## src/rtl/acc_opdec_pkg.sv

```systemverilog
package acc_opdec_pkg;

  localparam int OPC_W  = 8;
  localparam int REG_W  = 3;
  localparam int PAIR_W = 2;
  localparam int COND_W = 2;
  localparam int LEN_W  = 2;
  localparam int CYC_W  = 5;
  localparam int CLS_W  = 4;
  localparam int KIND_W = 2;

  localparam logic [REG_W-1:0] HL_INDEX = REG_W'(6);

  typedef enum logic [CLS_W-1:0] {
    CLS_NOP     = 4'd0,
    CLS_LD8     = 4'd1,
    CLS_LD16    = 4'd2,
    CLS_ALU     = 4'd3,
    CLS_INCDEC  = 4'd4,
    CLS_PAIR    = 4'd5,
    CLS_STACK   = 4'd6,
    CLS_HIGH    = 4'd7,
    CLS_ABS     = 4'd8,
    CLS_JUMP    = 4'd9,
    CLS_CALL    = 4'd10,
    CLS_RET     = 4'd11,
    CLS_HALT    = 4'd12,
    CLS_ESCAPE  = 4'd13,
    CLS_ILLEGAL = 4'd15
  } op_class_e;

  typedef enum logic [KIND_W-1:0] {
    KIND_REG   = 2'd0,
    KIND_HLMEM = 2'd1,
    KIND_IMM   = 2'd2,
    KIND_HIGH  = 2'd3
  } opnd_kind_e;

  typedef struct packed {
    op_class_e           cls;
    logic [REG_W-1:0]    dst;
    logic [REG_W-1:0]    src;
    logic [PAIR_W-1:0]   pair;
    logic [COND_W-1:0]   cond;
    logic                cond_used;
    opnd_kind_e          kind;
    logic [LEN_W-1:0]    len;
    logic [CYC_W-1:0]    cyc;
    logic                escape;
    logic                illegal;
  } dec_word_t;

endpackage

```

## src/rtl/acc_opdec_fields.sv

```systemverilog
module acc_opdec_fields
  import acc_opdec_pkg::*;
#(
  parameter int DST_LSB  = 3,
  parameter int SRC_LSB  = 0,
  parameter int PAIR_LSB = 4,
  parameter int COND_LSB = 3
) (
  input  logic [OPC_W-1:0]  opc,
  output logic [REG_W-1:0]  dst,
  output logic [REG_W-1:0]  src,
  output logic [PAIR_W-1:0] pair,
  output logic [COND_W-1:0] cond
);

  // Fixed-position slices; positions are parameters so a variant table can move them.
  assign dst  = opc[DST_LSB  +: REG_W];
  assign src  = opc[SRC_LSB  +: REG_W];
  assign pair = opc[PAIR_LSB +: PAIR_W];
  assign cond = opc[COND_LSB +: COND_W];

endmodule

```

## src/rtl/acc_opdec_group.sv

```systemverilog
module acc_opdec_group
  import acc_opdec_pkg::*;
(
  input  logic [OPC_W-1:0] opc,
  input  logic [REG_W-1:0] dst,
  input  logic [REG_W-1:0] src,
  output op_class_e        cls,
  output opnd_kind_e       kind,
  output logic [LEN_W-1:0] len,
  output logic [CYC_W-1:0] cyc,
  output logic             cond_used,
  output logic             escape,
  output logic             illegal
);

  logic src_mem;
  logic dst_mem;

  assign src_mem = (src == HL_INDEX);
  assign dst_mem = (dst == HL_INDEX);

  always_comb begin
    cls       = CLS_ILLEGAL;
    kind      = KIND_REG;
    len       = LEN_W'(1);
    cyc       = CYC_W'(4);
    cond_used = 1'b0;
    escape    = 1'b0;
    illegal   = 1'b0;
    // Exact bytes come first so that wildcard groups below cannot claim them.
    casez (opc)
      8'h00: cls = CLS_NOP;
      8'h76: cls = CLS_HALT;
      8'hCB: begin cls = CLS_ESCAPE; len = LEN_W'(2); escape = 1'b1; end
      8'h36: begin cls = CLS_LD8; kind = KIND_HLMEM; len = LEN_W'(2); cyc = CYC_W'(12); end
      8'h08: begin cls = CLS_ABS; kind = KIND_IMM; len = LEN_W'(3); cyc = CYC_W'(20); end
      8'hEA, 8'hFA: begin cls = CLS_ABS; kind = KIND_IMM; len = LEN_W'(3); cyc = CYC_W'(16); end
      8'hE2, 8'hF2: begin cls = CLS_HIGH; kind = KIND_HIGH; cyc = CYC_W'(8); end
      8'hE0, 8'hF0: begin cls = CLS_HIGH; kind = KIND_HIGH; len = LEN_W'(2); cyc = CYC_W'(12); end
      8'hC3: begin cls = CLS_JUMP; kind = KIND_IMM; len = LEN_W'(3); cyc = CYC_W'(12); end
      8'hCD: begin cls = CLS_CALL; kind = KIND_IMM; len = LEN_W'(3); cyc = CYC_W'(24); end
      8'h18: begin cls = CLS_JUMP; kind = KIND_IMM; len = LEN_W'(2); cyc = CYC_W'(8); end
      8'b001??000: begin
        cls = CLS_JUMP; kind = KIND_IMM; len = LEN_W'(2); cyc = CYC_W'(8); cond_used = 1'b1;
      end
      8'b110??010: begin
        cls = CLS_JUMP; kind = KIND_IMM; len = LEN_W'(3); cyc = CYC_W'(12); cond_used = 1'b1;
      end
      8'b110??100: begin
        cls = CLS_CALL; kind = KIND_IMM; len = LEN_W'(3); cyc = CYC_W'(24); cond_used = 1'b1;
      end
      8'b110??000: begin cls = CLS_RET; cyc = CYC_W'(8); cond_used = 1'b1; end
      8'b01??????: begin
        cls = CLS_LD8;
        if (src_mem || dst_mem) begin kind = KIND_HLMEM; cyc = CYC_W'(8); end
      end
      8'b10??????: begin
        cls = CLS_ALU;
        if (src_mem) begin kind = KIND_HLMEM; cyc = CYC_W'(8); end
      end
      8'b11???110: begin cls = CLS_ALU; kind = KIND_IMM; len = LEN_W'(2); cyc = CYC_W'(8); end
      8'b00???110: begin cls = CLS_LD8; kind = KIND_IMM; len = LEN_W'(2); cyc = CYC_W'(8); end
      8'b00???10?: begin
        cls = CLS_INCDEC;
        if (dst_mem) begin kind = KIND_HLMEM; cyc = CYC_W'(8); end
      end
      8'b00??0001: begin cls = CLS_LD16; kind = KIND_IMM; len = LEN_W'(3); cyc = CYC_W'(12); end
      8'b00???011, 8'b00??1001: begin cls = CLS_PAIR; cyc = CYC_W'(8); end
      8'b11??0101: begin cls = CLS_STACK; cyc = CYC_W'(16); end
      8'b11??0001: begin cls = CLS_STACK; cyc = CYC_W'(12); end
      default: illegal = 1'b1;
    endcase
  end

endmodule

```

## src/rtl/acc_opdec_hold.sv

```systemverilog
module acc_opdec_hold #(
  parameter int W = 8
) (
  input  logic         clk,
  input  logic         rst_n,
  input  logic         load_en,
  input  logic [W-1:0] d,
  output logic [W-1:0] q
);

  logic [W-1:0] q_nxt;

  always_comb begin
    q_nxt = q;
    if (load_en) q_nxt = d;
  end

  always_ff @(posedge clk or negedge rst_n) begin
    if (!rst_n) q <= '0;
    else        q <= q_nxt;
  end

endmodule

```

## src/rtl/acc_opdec.sv

```systemverilog
module acc_opdec
  import acc_opdec_pkg::*;
(
  input  logic              clk,
  input  logic              rst_n,
  input  logic              dec_valid,
  input  logic [OPC_W-1:0]  opcode,
  output logic [CLS_W-1:0]  op_class,
  output logic [REG_W-1:0]  dst_sel,
  output logic [REG_W-1:0]  src_sel,
  output logic [PAIR_W-1:0] pair_sel,
  output logic [COND_W-1:0] cond_sel,
  output logic              cond_used,
  output logic [KIND_W-1:0] opnd_kind,
  output logic [LEN_W-1:0]  instr_len,
  output logic [CYC_W-1:0]  cycles,
  output logic              escape,
  output logic              illegal
);

  localparam int WORD_W = $bits(dec_word_t);

  // Reset asserts asynchronously and is released on a clock edge.
  logic [1:0] rst_pipe;
  logic       rst_sn;

  always_ff @(posedge clk or negedge rst_n) begin
    if (!rst_n) rst_pipe <= 2'b00;
    else        rst_pipe <= {rst_pipe[0], 1'b1};
  end
  assign rst_sn = rst_pipe[1];

  dec_word_t  word_d;
  dec_word_t  word_q;
  op_class_e  g_cls;
  opnd_kind_e g_kind;

  acc_opdec_fields u_fields (
    .opc  (opcode),
    .dst  (word_d.dst),
    .src  (word_d.src),
    .pair (word_d.pair),
    .cond (word_d.cond)
  );

  acc_opdec_group u_group (
    .opc       (opcode),
    .dst       (word_d.dst),
    .src       (word_d.src),
    .cls       (g_cls),
    .kind      (g_kind),
    .len       (word_d.len),
    .cyc       (word_d.cyc),
    .cond_used (word_d.cond_used),
    .escape    (word_d.escape),
    .illegal   (word_d.illegal)
  );

  assign word_d.cls  = g_cls;
  assign word_d.kind = g_kind;

  acc_opdec_hold #(.W(WORD_W)) u_hold (
    .clk     (clk),
    .rst_n   (rst_sn),
    .load_en (dec_valid),
    .d       (word_d),
    .q       (word_q)
  );

  assign op_class  = word_q.cls;
  assign dst_sel   = word_q.dst;
  assign src_sel   = word_q.src;
  assign pair_sel  = word_q.pair;
  assign cond_sel  = word_q.cond;
  assign cond_used = word_q.cond_used;
  assign opnd_kind = word_q.kind;
  assign instr_len = word_q.len;
  assign cycles    = word_q.cyc;
  assign escape    = word_q.escape;
  assign illegal   = word_q.illegal;

endmodule

```

## config.mk

```make
export PLATFORM = sky130hd
export DESIGN_NAME = acc_opdec
export DESIGN_NICKNAME = d
export VERILOG_FILES = /design/src/rtl/acc_opdec_pkg.sv /design/src/rtl/acc_opdec_fields.sv /design/src/rtl/acc_opdec_group.sv /design/src/rtl/acc_opdec_hold.sv /design/src/rtl/acc_opdec.sv
export SDC_FILE = /design/constraint.sdc
export NUM_CORES = 1
export LEC_CHECK = 0
export ABC_AREA = 1
export BUFFER_PORTS_ARGS = -buffer_cell sky130_fd_sc_hd__buf_2
export CORE_MARGIN = 3
export CORE_UTILIZATION = 45
export CTS_BUF_LIST = sky130_fd_sc_hd__clkbuf_8
export CTS_CLUSTER_SIZE = 28
export DETAILED_ROUTE_END_ITERATION = 10
export HOLD_SLACK_MARGIN = 0.05
export PLACE_DENSITY = 0.68
export SLEW_MARGIN = 10
export SYNTH_ARGS = -nofsm -noshare
export SYNTH_HDL_FRONTEND = slang
export SYNTH_SLANG_ARGS = --single-unit
```

## constraint.sdc

```tcl
create_clock -name clk -period 1.3 [get_ports clk]
set_input_delay 0.26 -clock clk [delete_from_list [all_inputs] [get_ports clk]]
set_output_delay 0.26 -clock clk [all_outputs]
set_load 0.01 [all_outputs]
```

# == Word-level counts from Yosys, hierarchy flattened ==
# Cells that the tools add are included.
# word_totals
ff_bits,28
input_bits,11
output_inout_bits,26
word_cells,75
# classes
n_eq_ne,29
mux,18
reduce_logical,26
# ops
cell,n
$eq A8 B8 Y1 const B,9
$pmux W5 S6,2
$pmux W4 S9,1
$eq A6 B6 Y1 const B,5
$pmux W4 S6,1
$reduce_or A4 Y1,5
$reduce_or A18 Y1,1
$pmux W2 S4,2
$reduce_or A2 Y1,8
$reduce_or A5 Y1,3
$eq A6 B4 Y1 const B,2
$mux W4,3
$reduce_or A10 Y1,1
$reduce_or A3 Y1,3
$reduce_or A9 Y1,1
$eq A8 B4 Y1 const B,1
$eq A8 B5 Y1 const B,1
$eq A8 B6 Y1 const B,1
$eq A8 B7 Y1 const B,1
$logic_not A8 Y1,1
$mux W1,7
$reduce_or A7 Y1,1
$eq A3 B3 Y1 const B,2
$eq A6 B1 Y1 const B,1
10 further kinds,10

# == Logic depth before layout (Yosys ltp) ==
# Gate-level depths: netlist (run 1).
# depth
ltp_word,5
ltp_mapped,14

# == Modules after synthesis ==
# A second synthesis (run 1) with hierarchy kept.
# unflattened
hier_cells,316
area_unflattened_um2,2047.0
# by_module_without_submodules
module,n_inst,cells_per_inst,area_per_inst_um2
acc_opdec_hold,1,110,1023.5
acc_opdec_group,1,193,894.6
acc_opdec_fields,1,10,75.1
acc_opdec,1,3,53.8

# == Worst setup path after synthesis (run 1) ==
# No wires, ideal clock.
# synth_timing
path_type,in2reg
from,input port opcode[6]
to,register u_hold.q[24]
setup_time_ps,117
arrival_time_ps,1419
path_slack_ps,-236
cell_stages,11
cell_sequence,inv_1 ha_1 clkbuf_1 nand3_1 inv_1 nand2_1 inv_1 nor3_4 nand3_1 nand3_1 nand2_1
# synth_between
elab_chain_len,4
word_cells_on_any_way,38
classes_between,eq/ne (27); mux (2); reduce/logical (9)
# synth_rtl
item,line_no,rtl
"start, declared",acc_opdec.sv:7,"input logic [OPC_W-1:0] opcode,"
$eq A6 B6 Y1 (tied with other cells),acc_opdec_group.sv:31,casez (opc)
$reduce_or A2 Y1 (no line),-,
$pmux W4 S6,acc_opdec_group.sv:31,
$pmux W4 S9 *,acc_opdec_group.sv:31,
"end signal, assigned",acc_opdec_hold.sv:20,else q <= q_nxt;
"end, declared",acc_opdec_hold.sv:8,output logic [W-1:0] q
# Every way passes the cells marked *; elsewhere a longest branch is shown, timed or not.
# A chain may end at the register's enable or synchronous reset.

# == Worst setup path in the final report (run 1) ==
# Ends and elaborated chain as after synthesis.

==> results of run 1 <==
-- registers in the layout, indices dropped and copies added, names as in the netlist --
register / cells
rst_pipe: 2
u_hold.q: 20
-- cell families (layout without fill, tap and decap cells) --
group | after synthesis | count (layout)
flops | 22 | 22
other cells | 2 | 3
buf+inv | 47 | 118
simple gates | 193 | 193
fa+ha+maj | 4 | 4
compound gates | 22 | 22
-- per-layer routing --
layer | vias up | GRT usage (%) | share of wire (%)
met3 | 11 | 2.76 | 4.5
met1 | 973 | 32.7 | 44
met2 | 79 | 41.1 | 49
met5 | - | 0 | 0
met4 | 0 | 6.20 | 1.8
li1 | 1051 | - | -
-- layout make-up --
class                   instances  area share, %
multi-input cells             222           47.7
repair buffers                 81           21.5
inverters                      33           5.85
well taps                      48           2.25
flip-flops and latches         22           20.6
clock buffers                   4           2.06
-- worst register-to-register path: stages, from the launching register on --
cell and delay, ns:
dfrtp_1 0.38, o21ai_0 0.14, inv_1 0.05
-- Yosys cell counts (5+ instances only) --
master / n / area [um^2]
nand4_1: 5 / 31.3
dfrtp_1: 22 / 551
inv_1: 26 / 97.6
buf_4: 8 / 60.1
nand2_1: 84 / 315
nand3_1: 27 / 135
nor2_1: 57 / 214
inv_2: 7 / 26.3
a21oi_1: 5 / 25.0
o21ai_0: 12 / 60.1
nor3_1: 7 / 35.0
-- report_power, final --
group          internal [uW]  switching, uW
clock network            270            231
registers                749           32.4
logic                    257            362
-- cells in the final DEF (no fill, tap or decap), types with 2 or more instances in the layout --
cell type and n:
inv_1 18, nand3_2 8, a31oi_1 3, nor3_1 4
nor3_2 3, nand3b_1 2, nand2_1 69, nand4_1 5
inv_2 9, a21oi_1 4, inv_4 3, o21ai_0 9
nor2_4 9, buf_6 2, clkbuf_8 4, nand2_2 11
dfrtp_1 22, o211ai_1 2, buf_12 2, conb_1 3
nand3_1 18, nor2_2 16, buf_4 48, buf_2 27
o21ai_1 3, nor2_1 37, nand2_4 8, ha_4 2
-- what timing repair did --
| item | in CTS | in global routing |
|---|---|---|
| pin swaps | 8 | 24 |
| setup endpoints to repair | 10 | 11 |
| hold endpoints to repair | 2 | 0 |
| gates resized for setup | 16 | 48 |
| buffers inserted | 0 | 6 |
| hold buffers | 1 | 0 |
-- metrics by stage --
step | hold WS [ns] | setup TNS, ns
after detailed placement | 0.0456 | -4.15
after global placement | 0.0450 | -3.83
final | 0.208 | 0
after CTS | 0.221 | 0
after global routing | 0.241 | -0.291
after floorplan | -0.0356 | -0.251
-- path summary, 6_finish.rpt --
check	startpoint	endpoint	slack (ns)	cells past startpoint
hold reg to reg	rst_pipe[1]$_DFF_PN0_	u_hold.q[8]$_DFFE_PN0P_	0.21	1
hold / removal	rst_pipe[1]$_DFF_PN0_	u_hold.q[8]$_DFFE_PN0P_	0.21	1
max in group asynchronous	rst_n	rst_pipe[1]$_DFF_PN0_	0.88	2
setup / recovery	opcode[6]	u_hold.q[24]$_DFFE_PN0P_	0.001	13
min in group clk	dec_valid	u_hold.q[11]$_DFFE_PN0P_	0.27	2
setup reg to reg	u_hold.q[10]$_DFFE_PN0P_	u_hold.q[10]$_DFFE_PN0P_	0.63	2
==> out/metrics.cfg, run 1 <==
[layout]
layout.cells.non_filler=410
final_util_pct=72.0
fillers=325
drive_gt1_share_pct=44.2
num_antenna_cells=0
nets=378
fin_area_um2=2670
syn2layout_area_growth_pct=51.5
seqCellArea_um2=551
multi_input_area_um2=1280

[global_routing]
grt_overflow=0
grt_max_degree=21
grt_usage_pct=24.3
grt_pass1_vias=1914
antenna_found_initial=0
grt_pass1_wl_um=8730

[place]
port-buffer-count=34
place_inst=399
dpl_worst_slack_ns=-0.362
place_area_um2=2360
place_hpwl_um=4260
gp_congestion=0.982

[timing]
hold_violations=0
clock_skew_ns=0.00333
rsz0062_at_grt=true
fin_ws_ns=0.00118
fin_crit_sh_pct=99.9
setup_viol=0
finalCriticalPeriod_ns=1.30
finalMaxSlewViolations=0
fmax_mhz=770

[setup_path]
worstPathBufferInverterCount=2
critPathMaxStageDelay_ns=0.23
crit_fanout=8
worstPathArrival_ns=1.46
path_common_cell=nand2_4
path_class=input port to flip-flop
crit_chain=buf_12, ha_4, nand2_4, nor2_4, nand2_4, nand2_2, inv_2, nand2_4, nor2_4, nand2_2, nand2_1, nand3_1, nand2_1
crit_path_end_kind=flip-flop
start_kind=input port
crit_slowest_cell=ha_4
critPathRequiredTime_ns=1.46
crit_family=simple AND/OR/NAND/NOR gates

[die]
start_util_pct=47.5
design.core.area_um2=3720
die_area_um2=4710
dieWidth_um=68.6
ios=37
die_h_um=68.6
rows=22

[drt]
num_vias=2114
drt_iter0_drc=175
vias_per_cell=5.16
dr.pass1.iters=4
post_drt_wl_per_cell_um=13.8
routed_wirelength_um=5650
ant_nets=0
drc_errors=0

[hold_path]
min_path_type=flip-flop to asynchronous set/reset pin

[yosys]
seq_area_frac_synth_pct=31.2
synthAdderAreaFrac_pct=2.83
yosys_warnings=0
async_reset_ff_share_pct=100
synth-xor-area-share_pct=0
syn_avg_cell_area_um2=6.09
synth_top_family_by_area=simple AND/OR/NAND/NOR gates
synth_flop_cell=dfrtp_1
syn_inst=290
yosysUniqueCellTypes=23
muxShareOfSynthArea_pct=0
synth_compound_area_share_pct=6.73
yosys.area_share.simple_pct=47.0
synth_edf_count=0
netlist_area_um2=1770
ys_ff_latch=22

[clocking]
clock-sinks=22
numCtsBuffers=3
root_buffer=clkbuf_8
cts_tree=built
worstSkewPairLatency_ns=0.26
clk_pin_slew_ns=0.08
clockBufferDepth=2
htreeDepth=1

[pwr]
leakagePower_uw=0.00148
powerDensity_nw_per_um2=711
p_total_uw=1900
vdd_drop_max_mv=0.345

[job]
cap_violations=0

[run_status]
status=finished clean

(Power assumes the default switching activity.)
==> run 2: changes to the inputs <==
--- a/config.mk
+++ b/config.mk
@@ -13,7 +13,7 @@
 export CTS_CLUSTER_SIZE = 28
 export DETAILED_ROUTE_END_ITERATION = 10
 export HOLD_SLACK_MARGIN = 0.05
-export PLACE_DENSITY = 0.68
+export PLACE_DENSITY = 0.78
 export SLEW_MARGIN = 10
 export SYNTH_ARGS = -nofsm -noshare
 export SYNTH_HDL_FRONTEND = slang
==> run 2 against run 1 <==
Compared with the run above: the flow now finishes with violations (setup timing); hold slack got worse by 0.010 ns; critical path depth is 2 lower; routed wire length up 4.2%; power up 2.8%; die area unchanged.
==> out/metrics.cfg, run 2 (same netlist as run 1, synthesis figures left out) <==
[layout]
multi_input_area_um2=1290  ; was 1280 um^2
final_common_cell=nand2_1  ; unchanged
largest_reg_flops=20  ; unchanged
nets=384  ; was 378
drive_gt1_share_pct=47.3  ; was 44.2%
regMostFlops=u_hold.q  ; unchanged
final_util_pct=73.4  ; was 72.0%
layout_common_cells=nand2_1 (63), buf_4 (47), nor2_1 (38), buf_2 (30), dfrtp_1 (22)  ; was nand2_1 (69), buf_4 (48), nor2_1 (37), buf_2 (27), dfrtp_1 (22)
reg.largest.list=u_hold.q x20, rst_pipe x2  ; unchanged
syn2layout_area_growth_pct=54.6  ; was 51.5%
fin_area_um2=2730  ; was 2670 um^2
fillers=297  ; was 325
num_antenna_cells=0  ; unchanged
seqCellArea_um2=551  ; unchanged

[clocking]
worstSkewPairLatency_ns=0.27  ; was 0.26 ns
numCtsBuffers=3  ; unchanged
clockBufferDepth=2  ; unchanged
htreeDepth=1  ; unchanged
root_buffer=clkbuf_8  ; unchanged
cts_tree=built  ; unchanged
clk_pin_slew_ns=0.09  ; was 0.08 ns
clock-sinks=22  ; unchanged

[pwr]
leakagePower_uw=0.00149  ; was 0.00148 uW
vdd_drop_max_mv=0.400  ; was 0.345 mV
swShare_pct=33.6  ; was 32.9%
powerDensity_nw_per_um2=717  ; was 711 nW/um^2
seq_power_share_pct=40.0  ; was 41.1%
comb_power_share_pct=33.7  ; was 32.6%
intPower_uw=1300  ; was 1280 uW
switching_power_uw=656  ; was 626 uW
clockPowerShare_pct=26.3  ; about the same

[drt]
routed_wirelength_um=5890  ; was 5650 um
drt_iter0_drc=174  ; was 175
post_drt_wl_per_cell_um=14.2  ; was 13.8 um
drc_errors=0  ; unchanged
vias_per_cell=5.22  ; was 5.16
num_vias=2171  ; was 2114
ant_nets=0  ; unchanged
dr.pass1.iters=5  ; was 4

[timing]
fin_ws_ns=-0.0926  ; was 0.00118 ns
hold_violations=0  ; unchanged
finalCriticalPeriod_ns=1.39  ; was 1.30 ns
rsz0062_at_grt=true  ; unchanged
whs_ns=0.198  ; was 0.208 ns
fin_crit_sh_pct=107  ; was 99.9%
setup_viol=6  ; was 0
clock_skew_ns=0.00542  ; was 0.00333 ns
fmax_mhz=718  ; was 770 MHz
finalMaxSlewViolations=0  ; unchanged

[setup_path]
critPathRequiredTime_ns=1.51  ; was 1.46 ns
worstPathArrival_ns=1.60  ; was 1.46 ns
crit_fanout=6  ; was 8
start_kind=input port  ; unchanged
crit_path_end_kind=flip-flop  ; unchanged
path_class=input port to flip-flop  ; unchanged

[place]
place_area_um2=2370  ; was 2360 um^2
gp_congestion=0.931  ; was 0.982
port-buffer-count=34  ; unchanged
dpl_worst_slack_ns=-0.364  ; was -0.362 ns
place_hpwl_um=4100  ; was 4260 um

[die]
die_area_um2=4710  ; unchanged
start_util_pct=47.5  ; unchanged
rows=22  ; unchanged
design.core.area_um2=3720  ; unchanged
ios=37  ; unchanged
dieWidth_um=68.6  ; unchanged
die_h_um=68.6  ; unchanged

[global_routing]
grt_usage_pct=24.7  ; was 24.3%
grt_max_degree=21  ; unchanged
grt_pass1_vias=1895  ; was 1914
antenna_found_initial=0  ; unchanged
grt_pass1_wl_um=8800  ; was 8730 um
grt_overflow=0  ; unchanged

[job]
cap_violations=0  ; unchanged

[run_status]
violations=setup timing
status=complete, but fails checks  ; was finished clean

[hold_path]
min_path_type=flip-flop to asynchronous set/reset pin  ; unchanged

## run 2: cell count changes in the layout (fill, tap and decap cells not counted), moves of 2 or more
cell / delta
o21ai_1: -3
buf_2: +3
nor3_2: -2
nand3_1: -2
o21ai_0: +2
nand3_2: +2
buf_6: +3
nand2_2: +9
nand2_4: -3
nand2_1: -6
## run 2: through the flow
stage	power, uW	TNS, ns	instances
floorplan	1140	-0.251	291
global placement	1340	-3.73	400
detailed placement	1350	-3.89	400
CTS	1870	-0.00699	410
global route	2050	-1.17	416
finish	1960	-0.305	416
## run 2: what timing repair did
| action | in CTS | in global routing |
|---|---|---|
| endpoints found under the hold margin | 2 | 0 |
| buffers inserted | 5 | 6 |
| endpoints found under the setup margin | 10 | 11 |
| pin swaps | 13 | 32 |
| gates resized for setup | 18 | 47 |
| hold buffers | 1 | 0 |
## run 2: final timing paths
kind | to | slack [ns] | from | depth (start not counted)
setup / recovery | u_hold.q[0]$_DFFE_PN0P_ | -0.09 | opcode[7] | 11
hold / removal | u_hold.q[11]$_DFFE_PN0P_ | 0.20 | rst_pipe[1]$_DFF_PN0_ | 1
setup reg to reg | u_hold.q[10]$_DFFE_PN0P_ | 0.62 | u_hold.q[10]$_DFFE_PN0P_ | 2
hold reg to reg | u_hold.q[11]$_DFFE_PN0P_ | 0.20 | rst_pipe[1]$_DFF_PN0_ | 1
max in group asynchronous | u_hold.q[24]$_DFFE_PN0P_ | 0.89 | rst_pipe[1]$_DFF_PN0_ | 1
min in group clk | rst_pipe[1]$_DFF_PN0_ | 0.36 | rst_pipe[0]$_DFF_PN0_ | 0
## run 2: power groups by stage
stage / combinational [uW] / clock, uW / sequential, uW
2_1_floorplan: 299 / 0 / 837
3_3_place_gp: 549 / 0 / 792
3_5_place_dp: 556 / 0 / 795
4_1_cts: 583 / 504 / 781
5_1_grt: 726 / 531 / 790
6_report: 660 / 514 / 781
## run 2: cell type report
cell class	instances	area share [%]
Multi-Input combinational cell	222	47.2
Timing Repair Buffer	87	22.9
Sequential cell	22	20.2
Inverter	33	5.55
Tap cell	48	2.20
Clock buffer	4	2.02
## run 2: per-layer routing
metal  routed length, um  vias up  GRT usage [%]
met5                   0        -              0
met4                 177        0           8.68
met3                 349       21           2.27
met2                2880       95           42.1
met1                2480      991           32.3
li1                    -     1064              -
## run 2: worst max-delay path, cell delays in order
cell and delay (ns):
buf_12 0.12, ha_4 0.21, nand3_4 0.13, nor2_4 0.06, nor2_4 0.12, nand3_2 0.11, nor2_4 0.23, nand2_2 0.09
nor2_2 0.10, nand2_1 0.08, nand2_1 0.07
